--- src/rtl/stream_map_pkg.sv ---
package stream_map_pkg;

    localparam int unsigned DEF_NSTREAM = 8;
    localparam int unsigned DEF_ITER_W  = 12;
    localparam int unsigned DEF_SLOTS   = 4;
    localparam int unsigned DEF_SQUASH  = 4;

    typedef enum logic {
        SLOT_USE  = 1'b0,
        SLOT_STEP = 1'b1
    } slot_kind_e;

    typedef enum logic {
        CMD_CONFIG = 1'b0,
        CMD_END    = 1'b1
    } cmd_op_e;

endpackage

--- src/rtl/stream_step_rank.sv ---
// For each dispatch slot, counts the older steps (lower slot index) that
// name the same stream. Slot 0 is the oldest instruction of the group.
module stream_step_rank #(
    parameter int unsigned SLOTS  = 4,
    parameter int unsigned SID_W  = 3,
    parameter int unsigned RANK_W = 3
) (
    input  logic [SLOTS-1:0]             slot_valid,
    input  logic [SLOTS-1:0]             slot_step,
    input  logic [SLOTS-1:0][SID_W-1:0]  slot_sid,
    output logic [SLOTS-1:0][RANK_W-1:0] rank
);

    for (genvar j = 0; j < SLOTS; j++) begin : g_slot
        logic [RANK_W-1:0] acc;
        always_comb begin
            acc = '0;
            for (int i = 0; i < j; i++) begin
                if (slot_valid[i] && slot_step[i] && (slot_sid[i] == slot_sid[j])) begin
                    acc = acc + RANK_W'(1);
                end
            end
        end
        assign rank[j] = acc;
    end

endmodule

--- src/rtl/stream_net_delta.sv ---
// Per stream: steps dispatched minus squashes, as a modular ITER_W value.
module stream_net_delta #(
    parameter int unsigned NSTREAM = 8,
    parameter int unsigned SID_W   = 3,
    parameter int unsigned SLOTS   = 4,
    parameter int unsigned SQUASH  = 4,
    parameter int unsigned ITER_W  = 12
) (
    input  logic [SLOTS-1:0]              slot_valid,
    input  logic [SLOTS-1:0]              slot_step,
    input  logic [SLOTS-1:0][SID_W-1:0]   slot_sid,
    input  logic [SQUASH-1:0]             squash_valid,
    input  logic [SQUASH-1:0][SID_W-1:0]  squash_sid,
    output logic [NSTREAM-1:0][ITER_W-1:0] delta
);

    localparam int unsigned UP_W = $clog2(SLOTS + 1);
    localparam int unsigned DN_W = $clog2(SQUASH + 1);

    for (genvar s = 0; s < NSTREAM; s++) begin : g_stream
        logic [UP_W-1:0] up;
        logic [DN_W-1:0] dn;
        always_comb begin
            up = '0;
            for (int i = 0; i < SLOTS; i++) begin
                if (slot_valid[i] && slot_step[i] && (slot_sid[i] == SID_W'(s))) begin
                    up = up + UP_W'(1);
                end
            end
            dn = '0;
            for (int k = 0; k < SQUASH; k++) begin
                if (squash_valid[k] && (squash_sid[k] == SID_W'(s))) begin
                    dn = dn + DN_W'(1);
                end
            end
        end
        assign delta[s] = ITER_W'(up) - ITER_W'(dn);
    end

endmodule

--- src/rtl/stream_iter_map.sv ---
module stream_iter_map
    import stream_map_pkg::*;
#(
    parameter  int unsigned NSTREAM = DEF_NSTREAM,
    parameter  int unsigned ITER_W  = DEF_ITER_W,
    parameter  int unsigned SLOTS   = DEF_SLOTS,
    parameter  int unsigned SQUASH  = DEF_SQUASH,
    localparam int unsigned SID_W   = (NSTREAM > 1) ? $clog2(NSTREAM) : 1
) (
    input  logic                           clk,
    input  logic                           rst_n,
    input  logic                           cmd_valid,
    input  logic                           cmd_op,
    input  logic [SID_W-1:0]               cmd_sid,
    input  logic [SLOTS-1:0]               slot_valid,
    input  logic [SLOTS-1:0]               slot_step,
    input  logic [SLOTS-1:0][SID_W-1:0]    slot_sid,
    output logic [SLOTS-1:0][ITER_W-1:0]   slot_iter,
    output logic [SLOTS-1:0]               slot_err,
    input  logic [SQUASH-1:0]              squash_valid,
    input  logic [SQUASH-1:0][SID_W-1:0]   squash_sid
);

    localparam int unsigned RANK_W = $clog2(SLOTS + 1);

    typedef struct packed {
        logic [NSTREAM-1:0]             live;
        logic [NSTREAM-1:0][ITER_W-1:0] iter;
    } map_t;

    map_t st_d, st_q;

    logic [SLOTS-1:0][RANK_W-1:0]   rank;
    logic [NSTREAM-1:0][ITER_W-1:0] net_delta;

    stream_step_rank #(
        .SLOTS (SLOTS),
        .SID_W (SID_W),
        .RANK_W(RANK_W)
    ) u_rank (
        .slot_valid(slot_valid),
        .slot_step (slot_step),
        .slot_sid  (slot_sid),
        .rank      (rank)
    );

    stream_net_delta #(
        .NSTREAM(NSTREAM),
        .SID_W  (SID_W),
        .SLOTS  (SLOTS),
        .SQUASH (SQUASH),
        .ITER_W (ITER_W)
    ) u_delta (
        .slot_valid  (slot_valid),
        .slot_step   (slot_step),
        .slot_sid    (slot_sid),
        .squash_valid(squash_valid),
        .squash_sid  (squash_sid),
        .delta       (net_delta)
    );

    function automatic logic sid_in_range(logic [SID_W-1:0] sid);
        return int'(sid) < int'(NSTREAM);
    endfunction

    always_comb begin
        st_d = st_q;

        // Dispatched steps and squashed steps only move open streams.
        for (int s = 0; s < NSTREAM; s++) begin
            if (st_q.live[s]) begin
                st_d.iter[s] = st_q.iter[s] + net_delta[s];
            end
        end

        // A command takes precedence over this cycle's traffic on its stream.
        if (cmd_valid && sid_in_range(cmd_sid)) begin
            if (cmd_op == CMD_END) begin
                st_d.live[cmd_sid] = 1'b0;
            end else begin
                st_d.live[cmd_sid] = 1'b1;
                st_d.iter[cmd_sid] = '0;
            end
        end

        // Tags come from the registered map plus older steps in the group.
        for (int j = 0; j < SLOTS; j++) begin
            slot_err[j]  = 1'b0;
            slot_iter[j] = '0;
            if (slot_valid[j]) begin
                if (sid_in_range(slot_sid[j]) && st_q.live[slot_sid[j]]) begin
                    slot_iter[j] = st_q.iter[slot_sid[j]] + ITER_W'(rank[j]);
                end else begin
                    slot_err[j] = 1'b1;
                end
            end
        end
    end

    always_ff @(posedge clk or negedge rst_n) begin
        if (!rst_n) begin
            st_q <= '0;
        end else begin
            st_q <= st_d;
        end
    end

endmodule

--- config.mk ---
export PLATFORM = sky130hd
export DESIGN_NAME = stream_iter_map
export DESIGN_NICKNAME = d
export VERILOG_FILES = /design/src/rtl/stream_map_pkg.sv /design/src/rtl/stream_step_rank.sv /design/src/rtl/stream_net_delta.sv /design/src/rtl/stream_iter_map.sv
export SDC_FILE = /design/constraint.sdc
export NUM_CORES = 1
export LEC_CHECK = 0
export ABC_CLOCK_PERIOD_IN_PS = 2800
export BUFFER_PORTS_ARGS = -buffer_cell sky130_fd_sc_hd__buf_2
export CAP_MARGIN = 10
export CORE_UTILIZATION = 50
export DETAILED_ROUTE_END_ITERATION = 16
export PLACE_DENSITY = 0.78
export SYNTH_ARGS = -nofsm -noshare
export SYNTH_HDL_FRONTEND = slang
export SYNTH_HIERARCHICAL = 1
export SYNTH_SLANG_ARGS = --single-unit
export TNS_END_PERCENT = 5
--- constraint.sdc ---
create_clock -name clk -period 2.8 [get_ports clk]
set_input_delay 0.14 -clock clk [delete_from_list [all_inputs] [get_ports clk]]
set_output_delay 0.14 -clock clk [all_outputs]
set_load 0.02 [all_outputs]
== Word-level counts from Yosys, hierarchy flattened ==
Cells that the tools add are included.
Operators by class
  shift operators: 0
  add/sub/neg operators: 70
  mux-type cells: 117
  eq/ne operators: 62
  magnitude comparators: 6
  div/mod/pow operators: 0
  multipliers: 0
  bitwise gates (word level): 5
  reduce and logical (&&, ||, !) cells: 83
Operators by type and width (count)
  12-bit two-way mux: 21
  96-bit two-way mux: 2
  3-bit two-way mux: 51
  12-bit binary-select mux with 3-bit select: 4
  3-bit by 1-bit adder with 3-bit output (second input constant): 33
  12-bit adder: 8
  96-bit bitwise AND: 1
  3-bit equality test (second input constant): 32
  96-bit NOT: 1
  1-bit logical AND: 75
  3-bit by 2-bit equality test with 1-bit output (second input constant): 16
  1-bit by 1-bit adder with 2-bit output (second input constant): 18
  12-bit by 3-bit adder with 12-bit output: 3
  12-bit demux with 3-bit select: 1
  1-bit two-way mux: 32
  3-bit by 3-bit subtractor with 4-bit output: 8
  3-bit by 1-bit equality test with 1-bit output (second input constant): 8
  3-bit zero test: 8
  3-bit by 4-bit less-than comparator with 1-bit output (second input constant): 5
  3-bit equality test: 6
  1-bit binary-select mux with 3-bit select: 4
  8-bit bitwise AND: 1
  8-bit two-way mux: 1
  8-bit NOT: 1
  3 further kinds: 3
Storage, ports and cells
  flip-flop bits (word level): 104
  bits in read-only memories: 0
  bits in latches: 0
  memory bits (writable): 0
  input bits: 43
  memories kept: 0
  logic and storage cells: 352

== Logic depth before layout (Yosys ltp) ==
Gate-level depths: netlist of run 1.
  word-level depth: 15
  mapped depth: 22
  mapped depth without buffers: 20

== By module ==
The synthesis of run 1 kept the hierarchy.
By module, submodules not included
  stream_iter_map: seq. area each 2602.5 µm², cells an instance 1257, area an instance 12330.6 µm², instances 1
  stream_net_delta: seq. area each 0.0 µm², cells an instance 553, area an instance 4101.4 µm², instances 1
  stream_step_rank: seq. area each 0.0 µm², cells an instance 43, area an instance 337.8 µm², instances 1

== Worst setup path after synthesis of run 1 ==
No wires, ideal clock.
  path kind: in2reg
  start: input port slot_sid[5] (netlist name)
  end: register st_q[82] (netlist name)
  setup slack: -1.671 ns
  stages on the path: 21
  data required time: 2.668 ns
  setup time: 0.132 ns
  arrival: 4.339 ns
  buffers on the path: 2
  path through: clkbuf_1 nor2b_1 nand2_1 inv_1 ha_1 a21boi_0 o21bai_1 ha_1 or3_1 o21a_1 ha_1 a21o_1 a21oi_1 buf_4 ha_1 o21a_1 o21a_1 o2111a_1 or4_1 a31oi_1 nor2_1
RTL lines
  from (decl): RTL line stream_iter_map.sv:17  | input logic [SLOTS-1:0][SID_W-1:0] slot_sid,
  to (signal assigned): RTL line stream_iter_map.sv:104  | st_q <= st_d;
  to (decl): RTL line stream_iter_map.sv:31  | map_t st_d, st_q;

==> results of run 1 <==
synth_stat cells (21+ instances only):
master and count:
or3_1 21, buf_4 80, mux2i_1 107, nor2b_1 37
nand2_1 96, xnor2_1 71, nor2_1 203, inv_1 104
a21o_1 31, clkbuf_1 30, mux4_2 99, nor3_1 32
a21oi_1 78, o21ai_0 46, xor2_1 68, nand3_1 55
mux2_2 29, ha_1 175, o21a_1 27, nand2b_1 61
dfrtp_1 104
report_power, final:
| part | internal [W] | total [W] | leakage, nW | switching (W) |
|---|---|---|---|---|
| logic | 0.00619 | 0.0120 | 8.82 | 0.00578 |
| clock network | 0.000822 | 0.00149 | 0.162 | 0.000668 |
| registers | 0.00220 | 0.00373 | 1.24 | 0.00153 |
| total | 0.00922 | 0.0172 | 10.2 | 0.00798 |
worst min path at each step:
| stage | endpoint | slack [ps] | from | cells past startpoint |
|---|---|---|---|---|
| after floorplan | async pin | -160 | rst_n | 0 |
| after global placement | st_q[80] | 160 | rst_n | 1 |
| after detailed placement | st_q[83] | 160 | rst_n | 1 |
| after CTS | register | 120 | cmd_valid | 3 |
| after global routing | register | 140 | cmd_valid | 3 |
| final | register | 140 | cmd_valid | 3 |
critical path, stage by stage:
cell and delay, ps:
buf_6 120, buf_6 120, buf_4 140, nor2_1 200, nand2_1 120, ha_2 400
xnor2_2 130, ha_1 240, or3_4 330, o21a_1 110, ha_1 290, a21o_1 200
a21oi_4 310, buf_6 160, ha_4 200, o21a_1 170, o31a_1 160, o31ai_4 320
nand2_1 120, a21oi_2 150, mux2i_1 200, nor3_1 60
logic make-up (layout without fill, tap and decap cells):
| family | count (synthesis) | after routing | share of synthesized area [%] |
|---|---|---|---|
| other | 1 | 8 | 0.02236 |
| buffers and inverters | 253 | 653 | 8.162 |
| DFF | 104 | 104 | 15.52 |
| adders and majority gates | 195 | 195 | 15.44 |
| xor gates and xnor gates | 139 | 139 | 7.260 |
| and+or+nand+nor | 601 | 601 | 18.39 |
| muxes | 243 | 243 | 22.58 |
| AOI/OAI and AO/OA | 317 | 317 | 12.62 |
metrics by stage:
step                      instance area, µm²  setup WS [ps]
final                                  22360          -1351
after global routing                   22350          -1460
after CTS                              21470          -1208
after detailed placement               20260          -1736
after global placement                 20260          -1624
after floorplan                        17190          -1134
metal layers:
| metal | vias to the layer above | track usage [%] |
|---|---|---|
| li1 | 7460 | - |
| met1 | 8431 | 39.54 |
| met2 | 1051 | 53.77 |
| met3 | 314 | 8.042 |
| met4 | 2 | 20.23 |
| met5 | - | 0 |
cell type report:
class / count / area share, %
Timing Repair Buffer: 533 / 18.37
Multi-Input combinational cell: 1501 / 64.21
Antenna cell: 2 / 0.02239
Inverter: 104 / 1.746
Tap cell: 442 / 2.474
Clock buffer: 10 / 1.069
Clock inverter: 6 / 0.4533
Sequential cell: 104 / 11.65
timing repair:
action / CTS / global route
endpoints found under the hold margin: 36 / 0
pin swaps: 70 / 71
gates resized for setup: 182 / 153
hold buffers: 1 / 0
setup buffers: 12 / 16
setup endpoints to repair: 124 / 121
==> results_dict.tcl, run 1 <==
set metrics [dict create \
    multiInputGateArea_um2 14350 \
    syn_avg_cell_area_um2 9.050 \
    synth_flop_cell "dfrtp_1" \
    fin_crit_sh_pct 148.2 \
    final_core_util_pct 68.19 \
    wl_per_cell_um 22.40 \
    viasPerCell 6.387 \
    largest_reg_flops 96 \
    clk_pin_slew_ps 80 \
    clockRootBuffer "clkbuf_16" \
    mostFrequentLayoutCell "buf_4" \
    core.rowCount 66 \
    cts_tree "yes" \
    regArea_um2 2605 \
    syn_to_final_growth_pct 33.31 \
    worstSetupStartpointType "input pin" \
    synth-seq-cells 104 \
    required_ps 3060 \
    setup.worst_path.end "st_q[8]" \
    drc 0 \
    hold_violations 0 \
    drt_iter0_markers 1885 \
    drv_slew 0 \
    clk_path_buf_depth 2 \
    syn_area_um2 16770 \
    placedCellCount 2655 \
    whs_ps 140.9 \
    relSlewSlack_pct 36.68 \
    arrival_ps 4410 \
    die_h_um 185.1 \
    wl_met2_um 28510 \
    status "finished with violations" \
    die-area_um2 34280 \
    regMostFlops "st_q" \
    grt_usage_pct 33.10 \
    p_per_area_nw_per_um2 769.2 \
    cts_buffers 9 \
    antenna_found_initial 2 \
    r2r_end "st_q[20]" \
    power.total_w 0.01719 \
    critPathMaxFanout 5 \
    critical_path.startpoint "slot_sid[0]" \
    hp-class "in -> reg" \
    grt_pass1_vias 16640 \
    timing.fmax_ghz 0.2409 \
    async_flop_share_pct 100.0 \
    ioPinCount 95 \
    synthTopCellsByArea "dfrtp_1 (16%), mux4_2 (13%), ha_1 (13%), mux2i_1 (6.4%), nor2_1 (4.5%)" \
    reg2reg_from "st_q[12]" \
    finalCriticalPeriod_ps 4151 \
    fin_nets 2491 \
    core_area_um2 32780 \
    clkLatencyLatePin_ps 370 \
    vias 17260 \
    hpwl_um 42990 \
    top_regs "st_q (96)" \
    yosysWarnings 6 \
    final_cell_mix "buf_4 (422), nor2_1 (188), ha_1 (130)" \
    ant_nets 0 \
    first_pass_iters 6 \
    htree_num_levels 3 \
    setup_slack_ps -1351 \
    synth-edff-count 0 \
    fin_cells 2702 \
    grt_overflow 0 \
    yosysTopAreaCell "dfrtp_1" \
    worst-slew-pin-transition_ps 946.3 \
    nFillCells 2192 \
    setup_viol 117 \
    skew_ps 14.32 \
    drt-total-wl_um 60520 \
    io_buffers 94 \
    rsz0062_at_grt "true" \
    violations "negative setup slack" \
    cp-end-kind "register" \
    worstSetupPathType "in -> reg" \
    ys_seq_area_share_pct 15.52 \
    synth.top_cell.area_share_pct 15.52 \
    initial_core_util_pct 51.15 \
    grt_first_pass_wirelength_um 87280 \
    cts_sinks 104 \
    regToRegSetupSlack_ps 260 \
    wl_met3_um 6187 \
    tns_ps -81970 \
    ys_types 73 \
    reg2regPathDepth 12 \
    dieWidth_um 185.1 \
    met1_length_um 21990 \
    gp_congestion 0.9898 \
    dr.max_layer_used "met5" \
    drv_cap 0 \
    p_leak_nw 10.23 \
    max-vdd-ir-drop_uv 471.8 \
    drive_gt1_share_pct 42.12 \
    synth_cells 1853 \
    grt_max_degree 53 \
]
(Power assumes the default switching activity.)
==> run 2: changes to the inputs <==
--- a/config.mk
+++ b/config.mk
@@ -9,8 +9,9 @@
 export BUFFER_PORTS_ARGS = -buffer_cell sky130_fd_sc_hd__buf_2
 export CAP_MARGIN = 10
 export CORE_UTILIZATION = 50
+export CTS_CLUSTER_DIAMETER = 200
 export DETAILED_ROUTE_END_ITERATION = 16
-export PLACE_DENSITY = 0.78
+export PLACE_DENSITY = 0.76
 export SYNTH_ARGS = -nofsm -noshare
 export SYNTH_HDL_FRONTEND = slang
 export SYNTH_HIERARCHICAL = 1
==> results_dict.tcl, run 2 (synthesized netlist as in run 1, its figures left out) <==
set metrics [dict create \
    final_area_um2 22710 \
    nFillCells 2192 \
    arrival_ps 4500 \
    hold_violations 0 \
    timing.fmax_ghz 0.2384 \
    worstSetupStartpointType "input pin" \
    drv_cap 0 \
    worstSetupPathType "in -> reg" \
    placedCellCount 2673 \
    ant_nets 0 \
    violations "negative setup slack" \
    drt_iter0_markers 1703 \
    finalCriticalPeriod_ps 4195 \
    initial_core_util_pct 51.15 \
    power.total_w 0.01739 \
    fin_cells 2730 \
    core_area_um2 32780 \
    setup_slack_ps -1395 \
    clkLatencyLatePin_ps 370 \
    reg2reg_from "st_q[48]" \
    core.rowCount 66 \
    skew_ps 6.904 \
    required_ps 3100 \
    top_regs "st_q (96)" \
    dpl_worst_slack_ps -1711 \
    setup_viol 120 \
    grt_usage_pct 33.75 \
    wl_per_cell_um 22.25 \
    relSlewSlack_pct 31.44 \
    hp-class "in -> reg" \
    regMostFlops "st_q" \
    drv_slew 0 \
    mostFrequentLayoutCell "buf_4" \
    drc 0 \
    io_buffers 94 \
    clockRootBuffer "clkbuf_16" \
    rsz0062_at_grt "true" \
    die_h_um 185.1 \
    p_leak_nw 10.29 \
    critPathMaxFanout 5 \
    min_from "cmd_valid" \
    cp-end-kind "register" \
    gp_congestion 0.9612 \
    vias 17230 \
    cts_tree "yes" \
    critical_path.startpoint "slot_valid[1]" \
    syn_to_final_growth_pct 35.45 \
    die-area_um2 34280 \
    critical-path-top-delay-family "compound AO/OA/AOI/OAI gates" \
    crit_slowest_cell "or3_1" \
    htree_num_levels 3 \
    grt_max_degree 61 \
    cts_sinks 104 \
    hpwl_um 43010 \
    viasPerCell 6.311 \
    cts_buffers 9 \
    largest_reg_flops 96 \
    antenna_found_initial 1 \
    final_cell_mix "buf_4 (451), nor2_1 (186), ha_1 (119)" \
    drt-total-wl_um 60730 \
    grt_pass1_vias 16670 \
    worst-slew-pin-transition_ps 1025 \
    worst-path-buf-inv 4 \
    path_cells "buf_8 > buf_6 > nand2_4 > or2_4 > nor2_4 > ha_4 > a21boi_4 > o21bai_4 > ha_4 > or3_4 > o21a_1 > ha_1 > a21o_1 > a21oi_4 > buf_6 > buf_6 > ha_4 > nand3_1 > o211ai_1 > o22ai_1 > o21bai_1 > xnor2_1 > or3_1 > a21oi_2" \
    cpPeakStageDelay_ps 410 \
    drive_gt1_share_pct 44.06 \
    status "finished with violations" \
    grt_overflow 0 \
    clk_path_buf_depth 2 \
    dieWidth_um 185.1 \
    postPlaceCellArea_um2 20380 \
    p_per_area_nw_per_um2 765.6 \
    clk_pin_slew_ps 80 \
    first_pass_iters 5 \
    max-vdd-ir-drop_uv 493.6 \
    diodes 0 \
    ioPinCount 95 \
    grt_first_pass_wirelength_um 88810 \
    fin_nets 2521 \
    fin_crit_sh_pct 149.8 \
]
## run 2: cell types whose count changed in the layout (fill, tap and decap cells not counted), sizes merged
| cell | delta |
|---|---|
| clkinv | -1 |
| bufinv | -1 |
| inv | +3 |
| clkbuf | +2 |
| buf | +27 |
| clkinvlp | -1 |
| and3b | +1 |
| diode | -2 |
## run 2: worst paths after layout
kind,end,slack [ps],cells after the start
max,st_q[71],-1390,24
min,register,120,3
max reg2reg,st_q[56],240,13
min reg2reg,st_q[42],630,2
max in group asynchronous,st_q[14],1690,3
min in group asynchronous,st_q[81],320,2
## run 2: per-stage QoR
step	hold WS [ps]	util, %	TNS, ps
after floorplan	-155.6	-	-60810
after global placement	189.4	62.17	-120370
after detailed placement	191.7	62.17	-130450
after CTS	109.6	67.17	-72220
after global routing	140.8	69.28	-96060
final	116.6	69.28	-81370
## run 2: where the power goes
group          internal, W  switching (W)
combinational      0.00639        0.00589
sequential         0.00220        0.00150
clock             0.000720       0.000690
total              0.00932        0.00808
## run 2: worst reg2reg max path, delay by kind of cell (launching register included)
family                     cells  cell delay [ps]
buffers and inverters          4              570
adders and majority gates      2              470
AOI/OAI and AO/OA              3              610
and+or+nand+nor                3              180
muxes                          1              190
DFF                            1              390
## run 2: layout make-up
cell class                      instances  area [µm²]  area share (%)
Multi-Input combinational cell       1502       14560           64.10
Timing Repair Buffer                  562        4292           18.89
Sequential cell                       104        2608           11.48
Tap cell                              442       553.0           2.435
Inverter                              104       390.4           1.719
Clock buffer                           10       229.0           1.008
Clock inverter                          6       83.83          0.3691
## run 2: layer usage
layer	track usage (%)	wire, µm	share of wire [%]
met5	0	13	0.021
met1	41.49	22010	36
met4	17.45	3729	6.1
met3	6.646	6231	10
met2	56.06	28750	47
## run 2: timing repair
item / 4_1_cts / 5_1_grt
endpoints found under the hold margin: 44 / 0
hold buffers: 1 / 0
buffers inserted: 25 / 15
pin swaps: 98 / 68
resized for setup: 229 / 133
setup endpoints to repair: 121 / 121
gates cloned: 1 / 0
==> run 3: changes to the inputs <==
--- a/config.mk
+++ b/config.mk
@@ -6,12 +6,12 @@
 export NUM_CORES = 1
 export LEC_CHECK = 0
 export ABC_CLOCK_PERIOD_IN_PS = 2800
-export BUFFER_PORTS_ARGS = -buffer_cell sky130_fd_sc_hd__buf_2
 export CAP_MARGIN = 10
 export CORE_UTILIZATION = 50
 export CTS_CLUSTER_DIAMETER = 200
 export DETAILED_ROUTE_END_ITERATION = 16
-export PLACE_DENSITY = 0.76
+export DONT_BUFFER_PORTS = 1
+export PLACE_DENSITY = 0.74
 export SYNTH_ARGS = -nofsm -noshare
 export SYNTH_HDL_FRONTEND = slang
 export SYNTH_HIERARCHICAL = 1
==> results_dict.tcl, run 3 (synthesized netlist as in run 1, its figures left out) <==
set metrics [dict create \
    io_buffers 0 \
    min_from "cmd_valid" \
    worst-slew-pin-transition_ps 1081 \
    rsz0062_at_grt "true" \
    drv_cap 0 \
    top_regs "st_q (96)" \
    timing.fmax_ghz 0.2587 \
    cts_tree "yes" \
    first_pass_iters 5 \
    status "finished with violations" \
    mostFrequentLayoutCell "buf_4" \
    relSlewSlack_pct 27.67 \
    clk_pin_slew_ps 80 \
    reg2reg_from "st_q[84]" \
    arrival_ps 4130 \
    grt_usage_pct 31.72 \
    hold_violations 0 \
    setup_viol 112 \
    critPathMaxFanout 5 \
    gp_congestion 0.9634 \
    reg2regPathDepth 11 \
    skew_ps 15.42 \
    hold_depth 2 \
    regMostFlops "st_q" \
    ioPinCount 95 \
    final_core_util_pct 64.62 \
    regToRegSetupSlack_ps 230 \
    hpwl_um 40810 \
    whs_ps 4.446 \
    cts_buffers 9 \
    clockRootBuffer "clkbuf_16" \
    hp-class "in -> reg" \
    p_per_area_nw_per_um2 768.4 \
    ant_nets 0 \
    cts_sinks 104 \
    cp-end-kind "register" \
    finalCriticalPeriod_ps 3866 \
    worstSetupPathType "in -> reg" \
    grt_overflow 0 \
    core.rowCount 66 \
    clkLatencyLatePin_ps 370 \
    viasPerCell 6.261 \
    tns_ps -60380 \
    grt_max_degree 105 \
    max-vdd-ir-drop_uv 465.9 \
    grt_first_pass_wirelength_um 84080 \
    clk_path_buf_depth 2 \
    die-area_um2 34280 \
    fin_nets 2361 \
    fin_crit_sh_pct 138.1 \
    drive_gt1_share_pct 37.03 \
    grt_pass1_vias 15920 \
    drv_slew 0 \
    final_cell_mix "buf_4 (373), nor2_1 (187), ha_1 (132)" \
    initial_core_util_pct 51.15 \
    drc 0 \
    drt_iter0_markers 1553 \
    worstSetupStartpointType "input pin" \
    die_h_um 185.1 \
    antenna_found_initial 0 \
    drt-total-wl_um 55220 \
    setup_slack_ps -1066 \
    syn_to_final_growth_pct 26.32 \
    vias 16090 \
    r2r_end "st_q[94]" \
    largest_reg_flops 96 \
    required_ps 3060 \
    htree_num_levels 3 \
    dieWidth_um 185.1 \
    p_leak_nw 9.464 \
    diodes 0 \
    wl_per_cell_um 21.49 \
    core_area_um2 32780 \
    violations "negative setup slack" \
]
==> run 3: changes by cell type in the layout (fill, tap and decap cells not counted), sizes merged <==
cell         previous run  this run
buf                   559       399
clkbuf                 12         9
dlygate4sd3             1         4
clkinvlp                0         2
and3b                   3         2
bufinv                  1         0
clkinv                  1         2
inv                   108       107
==> run 3: power by group <==
group	internal [W]	switching, W	total, W
combinational	0.00598	0.00536	0.0113
clock	0.000625	0.000691	0.00132
sequential	0.00220	0.00142	0.00362
total	0.00881	0.00747	0.0163
==> run 3: worst max path at each step <==
| stage | start | endpoint | cells past startpoint |
|---|---|---|---|
| 2_1_floorplan | slot_sid[5] | st_q[82] | 21 |
| 3_3_place_gp | squash_sid[1] | st_q[8] | 18 |
| 3_5_place_dp | squash_sid[1] | st_q[8] | 18 |
| 4_1_cts | slot_valid[1] | st_q[71] | 20 |
| 5_1_grt | slot_valid[0] | st_q[47] | 21 |
| 6_report | slot_valid[0] | st_q[11] | 21 |
==> run 3: metrics by stage <==
| step | instances | setup slack (ps) | power, W | cell area [µm²] |
|---|---|---|---|---|
| after floorplan | 1858 | -1134 | 0.009991 | 17190 |
| after global placement | 2529 | -1518 | 0.01304 | 19530 |
| after detailed placement | 2529 | -1571 | 0.01353 | 19530 |
| after CTS | 2563 | -1030 | 0.01542 | 20610 |
| after global routing | 2570 | -1216 | 0.01722 | 21180 |
| final | 2570 | -1066 | 0.01628 | 21180 |
==> run 3: worst max-delay path, cell delays in order <==
cell and delay, ps:
nand2_8 40, or2_4 240, buf_6 130, nor3_4 110
ha_2 200, a21boi_4 170, o21bai_4 140, ha_4 210
or3_4 380, o21a_1 130, ha_1 280, a21o_1 210
a21oi_4 270, buf_6 180, ha_4 200, o21a_1 210
o22ai_2 190, nor2_1 70, mux2i_1 120, o21ai_1 170
mux2_4 320
==> run 3: repair_timing <==
action	in CTS	in global routing
setup buffers	13	7
hold buffers	5	0
resized for setup	128	114
endpoints found under the setup margin	118	121
pin swaps	54	52
hold endpoints to repair	107	0
==> run 3: area by class of cell <==
type                       instances  area, µm²
fill                            2472      11600
sequential                       104       2606
timing repair buffer             403       3167
inverter                         104      390.4
clock inverter                     7      63.81
tap                              442      553.0
multi-input combinational       1501      14180
clock buffer                       9      225.2
==> run 3: metal layers <==
| layer | global-route usage (%) | part of all wire [%] |
|---|---|---|
| met2 | 52.69 | 47 |
| met1 | 39.02 | 38 |
| met3 | 6.862 | 9.8 |
| met5 | 0 | 0 |
| met4 | 15.27 | 4.8 |
